==> src/rtl/gpio_bank_pkg.sv <==
package gpio_bank_pkg;
  localparam int FEAT_COUNT = 7;

  typedef enum logic [2:0] {
    FEAT_LEVEL = 3'd0,
    FEAT_DIR   = 3'd1,
    FEAT_SET   = 3'd2,
    FEAT_CLR   = 3'd3,
    FEAT_RISE  = 3'd4,
    FEAT_FALL  = 3'd5,
    FEAT_STAT  = 3'd6,
    FEAT_NONE  = 3'd7
  } feat_e;

  typedef struct packed {
    logic       wrDir;
    logic       wrSet;
    logic       wrClr;
    logic       wrRise;
    logic       wrFall;
    logic       wrAck;
    logic       rdHit;
    feat_e      rdFeat;
    logic [7:0] bank;
  } gpio_strobe_t;
endpackage

==> src/rtl/gpio_bank_ctrl.sv <==
module gpio_bank_ctrl
  import gpio_bank_pkg::*;
#(
  parameter int NREG   = 2,
  parameter int ADDR_W = 6
) (
  input  logic [ADDR_W-1:0] busAddr,
  input  logic              busWrEn,
  output gpio_strobe_t      strobe
);
  int   wordIdx;
  int   featIdx;
  int   bankIdx;
  logic hit;

  always_comb begin
    wordIdx = int'(busAddr[ADDR_W-1:2]);
    hit     = (busAddr[1:0] == 2'b00) && (wordIdx < FEAT_COUNT * NREG);
    featIdx = wordIdx / NREG;
    bankIdx = wordIdx % NREG;
    strobe        = '0;
    strobe.rdHit  = hit;
    strobe.rdFeat = hit ? feat_e'(3'(featIdx)) : FEAT_NONE;
    strobe.bank   = 8'(bankIdx);
    strobe.wrDir  = busWrEn && hit && (featIdx == int'(FEAT_DIR));
    strobe.wrSet  = busWrEn && hit && (featIdx == int'(FEAT_SET));
    strobe.wrClr  = busWrEn && hit && (featIdx == int'(FEAT_CLR));
    strobe.wrRise = busWrEn && hit && (featIdx == int'(FEAT_RISE));
    strobe.wrFall = busWrEn && hit && (featIdx == int'(FEAT_FALL));
    strobe.wrAck  = busWrEn && hit && (featIdx == int'(FEAT_STAT));
  end
endmodule

==> src/rtl/gpio_bank_dp.sv <==
module gpio_bank_dp
  import gpio_bank_pkg::*;
#(
  parameter int PIN_COUNT = 64,
  parameter int NREG      = PIN_COUNT / 32
) (
  input  logic                 clk,
  input  logic                 rstN,
  input  gpio_strobe_t         strobe,
  input  logic [31:0]          busWdata,
  input  logic [PIN_COUNT-1:0] pinIn,
  output logic [PIN_COUNT-1:0] pinOut,
  output logic [PIN_COUNT-1:0] pinDir,
  output logic [31:0]          busRdata,
  output logic                 irqOut
);
  logic [PIN_COUNT-1:0] syncA, syncB, prevB;
  logic [PIN_COUNT-1:0] dirQ, outQ, riseQ, fallQ, statQ;
  logic [PIN_COUNT-1:0] edgeHit;

  always_ff @(posedge clk) begin
    if (!rstN) begin
      syncA <= '0;
      syncB <= '0;
      prevB <= '0;
    end else begin
      syncA <= pinIn;
      syncB <= syncA;
      prevB <= syncB;
    end
  end

  assign edgeHit = (syncB & ~prevB & riseQ) | (~syncB & prevB & fallQ);

  for (genvar b = 0; b < NREG; b++) begin : g_bank
    logic        sel;
    logic [31:0] dirR, outR, riseR, fallR, statR, ackMask;
    assign sel     = (strobe.bank == 8'(b));
    assign ackMask = (strobe.wrAck && sel) ? busWdata : 32'd0;

    always_ff @(posedge clk) begin
      if (!rstN) begin
        dirR  <= '0;
        outR  <= '0;
        riseR <= '0;
        fallR <= '0;
        statR <= '0;
      end else begin
        if (strobe.wrDir && sel)  dirR  <= busWdata;
        if (strobe.wrRise && sel) riseR <= busWdata;
        if (strobe.wrFall && sel) fallR <= busWdata;
        if (strobe.wrSet && sel)      outR <= outR | busWdata;
        else if (strobe.wrClr && sel) outR <= outR & ~busWdata;
        statR <= (statR & ~ackMask) | edgeHit[b*32 +: 32];
      end
    end

    assign dirQ[b*32 +: 32]  = dirR;
    assign outQ[b*32 +: 32]  = outR;
    assign riseQ[b*32 +: 32] = riseR;
    assign fallQ[b*32 +: 32] = fallR;
    assign statQ[b*32 +: 32] = statR;
  end

  int rdBank;
  always_comb begin
    rdBank   = strobe.rdHit ? int'(strobe.bank) : 0;
    busRdata = '0;
    case (strobe.rdFeat)
      FEAT_LEVEL: busRdata = syncB[rdBank*32 +: 32];
      FEAT_DIR:   busRdata = dirQ[rdBank*32 +: 32];
      FEAT_RISE:  busRdata = riseQ[rdBank*32 +: 32];
      FEAT_FALL:  busRdata = fallQ[rdBank*32 +: 32];
      FEAT_STAT:  busRdata = statQ[rdBank*32 +: 32];
      default:    busRdata = '0;
    endcase
  end

  assign pinOut = outQ;
  assign pinDir = dirQ;
  assign irqOut = |statQ;
endmodule

==> src/rtl/bank_gpio.sv <==
module bank_gpio
  import gpio_bank_pkg::*;
#(
  parameter int PIN_COUNT = 64,
  localparam int NREG     = PIN_COUNT / 32,
  localparam int ADDR_W   = $clog2(FEAT_COUNT * NREG * 4)
) (
  input  logic                 clk,
  input  logic                 rstN,
  input  logic [ADDR_W-1:0]    busAddr,
  input  logic                 busWrEn,
  input  logic [31:0]          busWdata,
  output logic [31:0]          busRdata,
  input  logic [PIN_COUNT-1:0] pinIn,
  output logic [PIN_COUNT-1:0] pinOut,
  output logic [PIN_COUNT-1:0] pinDir,
  output logic                 irqOut
);
  gpio_strobe_t strobe;

  gpio_bank_ctrl #(.NREG(NREG), .ADDR_W(ADDR_W)) u_ctrl (
    .busAddr (busAddr),
    .busWrEn (busWrEn),
    .strobe  (strobe)
  );

  gpio_bank_dp #(.PIN_COUNT(PIN_COUNT), .NREG(NREG)) u_dp (
    .clk      (clk),
    .rstN     (rstN),
    .strobe   (strobe),
    .busWdata (busWdata),
    .pinIn    (pinIn),
    .pinOut   (pinOut),
    .pinDir   (pinDir),
    .busRdata (busRdata),
    .irqOut   (irqOut)
  );
endmodule

==> config.mk <==
export PLATFORM = sky130hd
export DESIGN_NAME = bank_gpio
export DESIGN_NICKNAME = d
export VERILOG_FILES = /design/src/rtl/gpio_bank_pkg.sv /design/src/rtl/gpio_bank_ctrl.sv /design/src/rtl/gpio_bank_dp.sv /design/src/rtl/bank_gpio.sv
export SDC_FILE = /design/constraint.sdc
export NUM_CORES = 1
export LEC_CHECK = 0
export ABC_CLOCK_PERIOD_IN_PS = 1900
export BUFFER_PORTS_ARGS = -buffer_cell sky130_fd_sc_hd__buf_2
export CAP_MARGIN = 30
export CORE_MARGIN = 8
export CORE_UTILIZATION = 40
export DETAILED_ROUTE_END_ITERATION = 16
export HOLD_SLACK_MARGIN = 0.15
export SETUP_SLACK_MARGIN = 0.02
export SYNTH_ARGS = -nofsm -noshare
export SYNTH_HDL_FRONTEND = slang
export SYNTH_SLANG_ARGS = --single-unit
==> constraint.sdc <==
create_clock -name clk -period 1.9 [get_ports clk]
set_clock_uncertainty 0.15 [all_clocks]
set_input_delay 0.095 -clock clk [delete_from_list [all_inputs] [get_ports clk]]
set_output_delay 0.095 -clock clk [all_outputs]
set_load 0.005 [all_outputs]
# After elaboration in Yosys (flattened, before gate mapping)
# Cells that the tools add are included.
# totals
ff_bits	512
latch_bits	0
ramBits	0
romBits	0
output_inout_bits	161
word_cells	82
memories	0
# op_classes
addsub	0
n_mul	0
div_mod_pow	0
order_cmp	1
n_eq_ne	10
shift	5
mux	9
bitwise	18
reduce_logical	26
# ops
op	count
$shiftx 64x32->32	5
$and 64x64->64	4
$mux 32	6
$pmux 32 s5	1
$and 32x32->32	4
$not 64->64	2
$or 32x32->32	4
$not 32->32	3
$or 64x64->64	1
$reduce_or 64->1	1
$eq 3x3->1 const B	7
$logic_and 1x1->1	20
$logic_not 8->1	1
$eq 3x2->1 const B	2
$lt 4x4->1 const B	1
$reduce_bool 2->1	2
$eq 3x1->1 const B	1
$logic_not 3->1	1
$mux 3	1
$logic_not 2->1	1
$mux 1	1

# Longest topological paths before layout
# Gate-level depths: netlist of run 1.
# depth
word_depth	9
mapped_depth	9
mapped_depth_nobuf	5

# Cells and area by module
# A second synthesis of run 1 with hierarchy kept.
# hier_totals
hier_cells	2379
hier_area_um2	21854.7
# by_module_without_submodules
module	instances	cells_per_inst	area_per_inst_um2	seq_area_each_um2
gpio_bank_dp	1	2354	21692.1	10249.8
gpio_bank_ctrl	1	25	162.7	0.0

# Worst setup path after synthesis of run 1
# No wires, ideal clock.
# synth_path
kind	input -> output
from	input port busAddr[4]
to	output port busRdata[29]
arrival_time_ns	1.617
required_ns	1.655
setup_slack_ns	0.038
stages	8
path_buffers	3
path_cell_list	buf_6 -> or4b_1 -> buf_4 -> nor2_8 -> buf_6 -> a22oi_1 -> a32o_1 -> a211oi_2
# synth_via
elab_chain_len	5
# synth_lines
item	line_no	source
from (decl)	bank_gpio.sv:10	input logic [ADDR_W-1:0] busAddr,
$lt 4x4->1	gpio_bank_ctrl.sv:18	hit = (busAddr[1:0] == 2'b00) && (wordIdx < FEAT_COUNT * NREG);
$logic_and 1x1->1	gpio_bank_ctrl.sv:18	
$mux 1 or $mux 3 (tied branches)	gpio_bank_dp.sv:67, gpio_bank_ctrl.sv:23	
$shiftx 64x32->32, or another cell as far along	gpio_bank_dp.sv:74	FEAT_STAT: busRdata = statQ[rdBank*32 +: 32];
$pmux 32 s5 *	gpio_bank_dp.sv:69	case (strobe.rdFeat)
to (decl)	bank_gpio.sv:13	output logic [31:0] busRdata,
# Mark *: on every way between the ends. The rest lies on a longest branch, timed or not.

# Worst setup path in the final report of run 1
# layout_path
from	register u_dp.g_bank[1].statR[19]
to	output port irqOut
# layout_via
elab_chain_len	1
# layout_lines
item	line_no	source
from (decl)	gpio_bank_dp.sv:37	logic [31:0] dirR, outR, riseR, fallR, statR, ackMask;
from (signal assigned)	gpio_bank_dp.sv:54	statR <= (statR & ~ackMask) | edgeHit[b*32 +: 32];
$reduce_or 64->1	gpio_bank_dp.sv:81	assign irqOut = |statQ;
to (decl)	bank_gpio.sv:17	output logic irqOut
# Every way passes these cells.

==> metrics.txt, run 1 <==
outcome=finished, violations left; failing checks=setup timing; slew at the pin closest to its max-slew limit=between 600 and 700 ps; CP Capture Type=primary output; Port Buffer Count=265; Setup Viol. Count Final=33; Syn-to-layout area delta=46.2%; r2r endpoint=u_dp.g_bank[0].statR[5]; static leakage=around 12 nW; CTS tree=done; remaining antenna violation count=0; die width=roughly 240 um; Final GP Congestion=approximately 0.94; Distinct cells, synth=63; number of synthesized flops with an enable pin=0; number of CTS-inserted buffers=between 50 and 60; clock slew at reported path FFs=around 60 ps; total die area=just under 60,000 um^2; Final Power=between 0.02 and 0.025 W; maximum VDD drop=0.611 mV; min-delay src=busAddr[4]; PwrDens=a little over 800 nW/um^2; Yosys reg bits=about 510; minimum clock period=2640 ps; vias per std cell=5.63; Inst Count DP=around 3,400; Core Footprint=50,200 um^2; GRT overflow=0; unrepaired setup endpoints after global routing=true; Top FF cell, synth=dfxtp_1; Worst Hold Class=in -> reg; Clock Latency Late Sink=610 ps; Hold Crit Depth=7; Die Ht=roughly 240 um; layout net count=approximately 3,100; MaxCap Viol Count=0; DRC violations left=0; f_max=0.379 GHz; Post-Syn Area per Cell=8.53 um^2; Worst Path Required=between 1500 and 2000 ps; Synthesized Nets=~2,500; First-pass DRT Iterations=5; largest net degree at the start of global routing=104; most frequent cell after synthesis=nand2_1; clk buf depth=3; final hold violations=0; WL final=around 85 mm; Initial Util=around two fifths; non-filler cells, final=3,742; Crit Path Class=reg -> out; initial antenna violation count=7; # rows=82; Tcrit/Tclk final=139%; hpwl dp=between 50 and 60 mm; DR iter-0 viols=about 2,200; max incr delay on CP=between 500 and 600 ps; Critical Path Source Type=register; YS warnings=0; CTS Root Cell=clkbuf_16; top post-synthesis cells by count=nand2_1, dfxtp_1, a21oi_1; CP max stage cell=or4_4; Worst Hold End=u_dp.g_bank[0].riseR[7]; first-pass GRT wire length=126 mm; share of cells above drive strength 1=around 28%; share of synthesized registers carrying an async set or reset=0%; Fill cells=around 4,200; R2R cell count=3; GRT Util Overall=27.4%; Synth top area share=between 50 and 60%; sequential cell area fraction in the yosys report=50.4%; worst-path cell chain=nor4_2 -> buf_4 -> nand4_1 -> or4_4 -> buf_6; r2r setup slk=~760 ps; number of global-route vias before repair=a little over 20,000; Final WS setup=-735 ps; arrival time worst endpoint=approximately 2400 ps; worst rel slew slack=a little under three fifths; Crit path buffers/inverters=2; CTS sink cnt=512; top cells by area, synth=dfxtp_1, nand2_1, a21oi_1; area leader, netlist=dfxtp_1; maximum fanout along the worst path=2; mapped cell area=20,400 um^2; Slew Viols, Final=0; vias=about 21,000; # IOs=266; Wirelength per Cell=22.7 um; CP delay by family, top=simple AND/OR/NAND/NOR gates; H-tree depth=2; Reg-to-Reg Start=u_dp.syncB[5]; cells after synthesis=between 2,000 and 2,500
## kinds of logic (layout without fill, tap and decap cells)
kind of cell           count (synthesis)  count (layout)  synth area share, %
AO/OA/AOI/OAI                        622             622                 19.3
buffers and inverters                206             887                 4.41
flip-flops                           512             512                 50.4
multiplexers                          21              21                 1.07
other                                  0               2                    0
AND/OR/NAND/NOR                     1026            1026                 24.9
## where the power goes
part | total (W) | leakage (nW) | internal [W] | switching [W]
Clock | 0.0112 | 0.932 | 0.00663 | 0.00453
Combinational | 0.00198 | 6.55 | 0.000945 | 0.00103
Sequential | 0.0111 | 4.19 | 0.0109 | 0.000135
## through the flow
step           setup slack, ps  TNS [ps]  hold slack [ps]  utilization, %  area, um^2
4_1_cts                   -739     -9110              158            58.2       29200
3_3_place_gp              -575    -65550              150            47.7       23900
5_1_grt                   -750    -11280              205            59.3       29800
3_5_place_dp              -501    -68110              153            47.7       23900
2_1_floorplan             38.3         0             72.3               -       20400
6_report                  -735     -9710              202            59.3       29800
## worst reg2reg max path: cells and delay by family (launching register included)
family | cells | cell delay, ps
AOI/OAI and AO/OA | 2 | 330
DFF | 1 | 490
and+or+nand+nor | 1 | 60
## layout by cell type (no fill, tap or decap), drive strengths merged, types with 29 or more instances in the layout
cell / n
dlygate4sd3: 227
nand2: 562
o21ai: 77
a21oi: 340
a311oi: 64
and3: 31
a221oi: 29
and2: 193
nand3b: 65
nor2: 77
dfxtp: 512
clkbuf: 82
buf: 548
## worst max-delay path by stage
stage / end / from / cells after the start / slack [ps]
global placement: busRdata[27] / busAddr[4] / 9 / -570
detailed placement: busRdata[27] / busAddr[4] / 9 / -500
floorplan: busRdata[29] / busAddr[4] / 8 / 40
CTS: irqOut / u_dp.g_bank[1].statR[26] / 5 / -740
finish: irqOut / u_dp.g_bank[1].statR[19] / 5 / -740
global route: irqOut / u_dp.g_bank[0].statR[20] / 5 / -750
## timing repair
item / 4_1_cts / 5_1_grt
resized for setup: 201 / 75
endpoints found under the hold margin: 512 / 0
pin swaps: 85 / 57
buffers inserted: 37 / 24
hold buffers: 227 / 0
setup endpoints to repair: 33 / 33
gates cloned: 3 / 2
## area by class of cell
cell class	count	area, um^2	area share [%]
repair buffers	778	6620	22.2
clock buffers	80	1620	5.45
flip-flops and latches	512	10300	34.7
diodes	2	5.00	0.0168
clock inverters	25	275	0.925
well taps	672	841	2.83
multi-input cells	1669	10000	33.7
inverters	4	22.5	0.0757
## routing by layer
metal  vias to the layer above  GRT usage [%]  wire (um)
li1                       9602              -          -
met1                     10100           36.8      35400
met2                      1107           42.3      37700
met3                       213           6.15       8710
met4                         6           11.2       3100
met5                         -              0         36
Note: power is estimated with default switching activity, not from simulation.
==> run 2, diff against run 1 <==
CORE_MARGIN = unset   (was 8)
==> run 2 against run 1 <==
  * The run still ends with setup timing left
  * Clock power about the same
  * Die area fell by 11%
  * Sequential share of layout area decreased by 0.24 points
  * Largest power group unchanged
==> metrics.txt, run 2 (same netlist as run 1, synthesis figures left out) <==
minimum clock period=2650 ps (+10.2 ps); Post-Route Setup TNS=-9500 ps (+211 ps); DR iter-0 viols=2,209 (+2.6%); GRT overflow=0 (unchanged); Setup Viol. Count Final=33 (unchanged); Worst Hold Class=in -> reg; number of CTS-inserted buffers=54 (-3.6%); R2R cell count=6 (+3); Critical Path Source Type=register; largest net degree at the start of global routing=106 (+1.9%); remaining antenna violation count=0 (unchanged); Final GP Congestion=0.924 (-1.1%); outcome=finished, violations left; H-tree depth=2 (unchanged); diode count=0 (-2); clk buf depth=3 (unchanged); Worst Hold Slack=193 ps (-8.84 ps); unrepaired setup endpoints after global routing=true; slew at the pin closest to its max-slew limit=478 ps (-187 ps); Port Buffer Count=265 (unchanged); maximum fanout along the worst path=2 (unchanged); first-pass GRT wire length=122 mm (-2.9%); PwrDens=820 nW/um^2 (+0.90%); DRC violations left=0 (unchanged); failing checks=setup timing; # rows=82 (unchanged); worst rel slew slack=67.9% (+12 points); Hold Crit Depth=4 (-3); r2r endpoint=u_dp.g_bank[0].statR[24]; First-pass DRT Iterations=6 (+1); commonest non-fill, non-tap cell in the layout=nand2_1; Tcrit/Tclk final=139% (+0.54 points); CP Capture Type=primary output; die width=228 um (-5.8%); final hold violations=0 (unchanged); r2r setup slk=740 ps (-20 ps); hpwl dp=54.3 mm (-3.1%); Final WS setup=-746 ps (-10.2 ps); vias per std cell=5.66 (+0.59%); Worst Path Required=1650 ps (about the same); final core utilization=59.7% (+0.33 points); share of cells above drive strength 1=28.1% (+0.17 points); MaxCap Viol Count=0 (unchanged); most frequent cells in the layout=nand2_1, dfxtp_1, a21oi_1, buf_2, dlygate4sd3_1; min-delay src=busAddr[3]; CTS Root Cell=clkbuf_16; Core Footprint=50,200 um^2 (unchanged); Crit Path Class=reg -> out; CTS sink cnt=512 (unchanged); total die area=51,800 um^2 (-11%); maximum VDD drop=0.626 mV (+2.4%); # IOs=266 (unchanged); Die Ht=228 um (-5.8%); static leakage=11.8 nW (+0.77%); Syn-to-layout area delta=47.0%; Wirelength per Cell=22.2 um (-2.3%); CTS tree=done; Reg-to-Reg Start=u_dp.g_bank[0].fallR[24]; arrival time worst endpoint=2400 ps (about the same); GRT Util Overall=31.5% (+4.1 points); Slew Viols, Final=0 (unchanged); Clock Latency Late Sink=620 ps (about the same); number of global-route vias before repair=20,000 (-0.75%); clock slew at reported path FFs=60 ps (about the same); WL final=83.0 mm (-2.3%); Initial Util=40.6% (unchanged); f_max=0.378 GHz (-0.39%); layout net count=3,129 (+0.096%); initial antenna violation count=3 (-4); Final Power=0.0245 W (+1.5%); vias=21,200 (+0.51%)
run 2: critical path: stages (launching register included):
cell and delay, ps:
dfxtp_2 340, nor4_4 370, buf_4 170, nand4_1 180, or4_4 590, buf_6 140
run 2: metrics by stage:
step                setup slack (ps)  area [um^2]  instances
floorplan                       38.3        20400       2387
global placement                -556        24000       3351
detailed placement              -493        24000       3351
CTS                             -703        29500       3727
global route                    -754        29900       3739
finish                          -746        29900       3739
run 2: power breakdown:
group	leakage, nW	internal (W)	total, W	switching [W]
Clock	0.954	0.00702	0.0115	0.00449
Combinational	6.62	0.000952	0.00198	0.00103
Sequential	4.18	0.0109	0.0111	0.000132
Total	11.8	0.0189	0.0245	0.00565
run 2: cell type report:
class	instances	area (um^2)
Clock inverter	21	344
Fill cell	4231	20200
Multi-Input combinational cell	1669	10100
Tap cell	672	841
Inverter	4	22.5
Clock buffer	78	1590
Sequential cell	512	10300
Timing Repair Buffer	783	6750
run 2: worst max path at each step:
stage,startpoint,endpoint,slack [ps],cells past startpoint
after floorplan,busAddr[4],busRdata[29],40,8
after global placement,busAddr[1],busRdata[16],-560,10
after detailed placement,busAddr[1],busRdata[11],-490,11
after CTS,u_dp.g_bank[1].statR[16],irqOut,-700,5
after global routing,u_dp.g_bank[0].statR[20],irqOut,-750,5
final,u_dp.g_bank[0].statR[20],irqOut,-750,5
run 2: metal layers:
layer,track usage (%),part of all wire [%]
met2,48.6,44
met3,6.40,9.9
met5,0,0.037
met1,42.9,42
met4,12.6,4.0
run 2: timing repair:
action,CTS,global route
hold buffers,227,0
buffers inserted,52,15
endpoints found under the hold margin,512,0
gates cloned,4,1
gates resized for setup,208,84
pin swaps,90,52
endpoints found under the setup margin,33,33
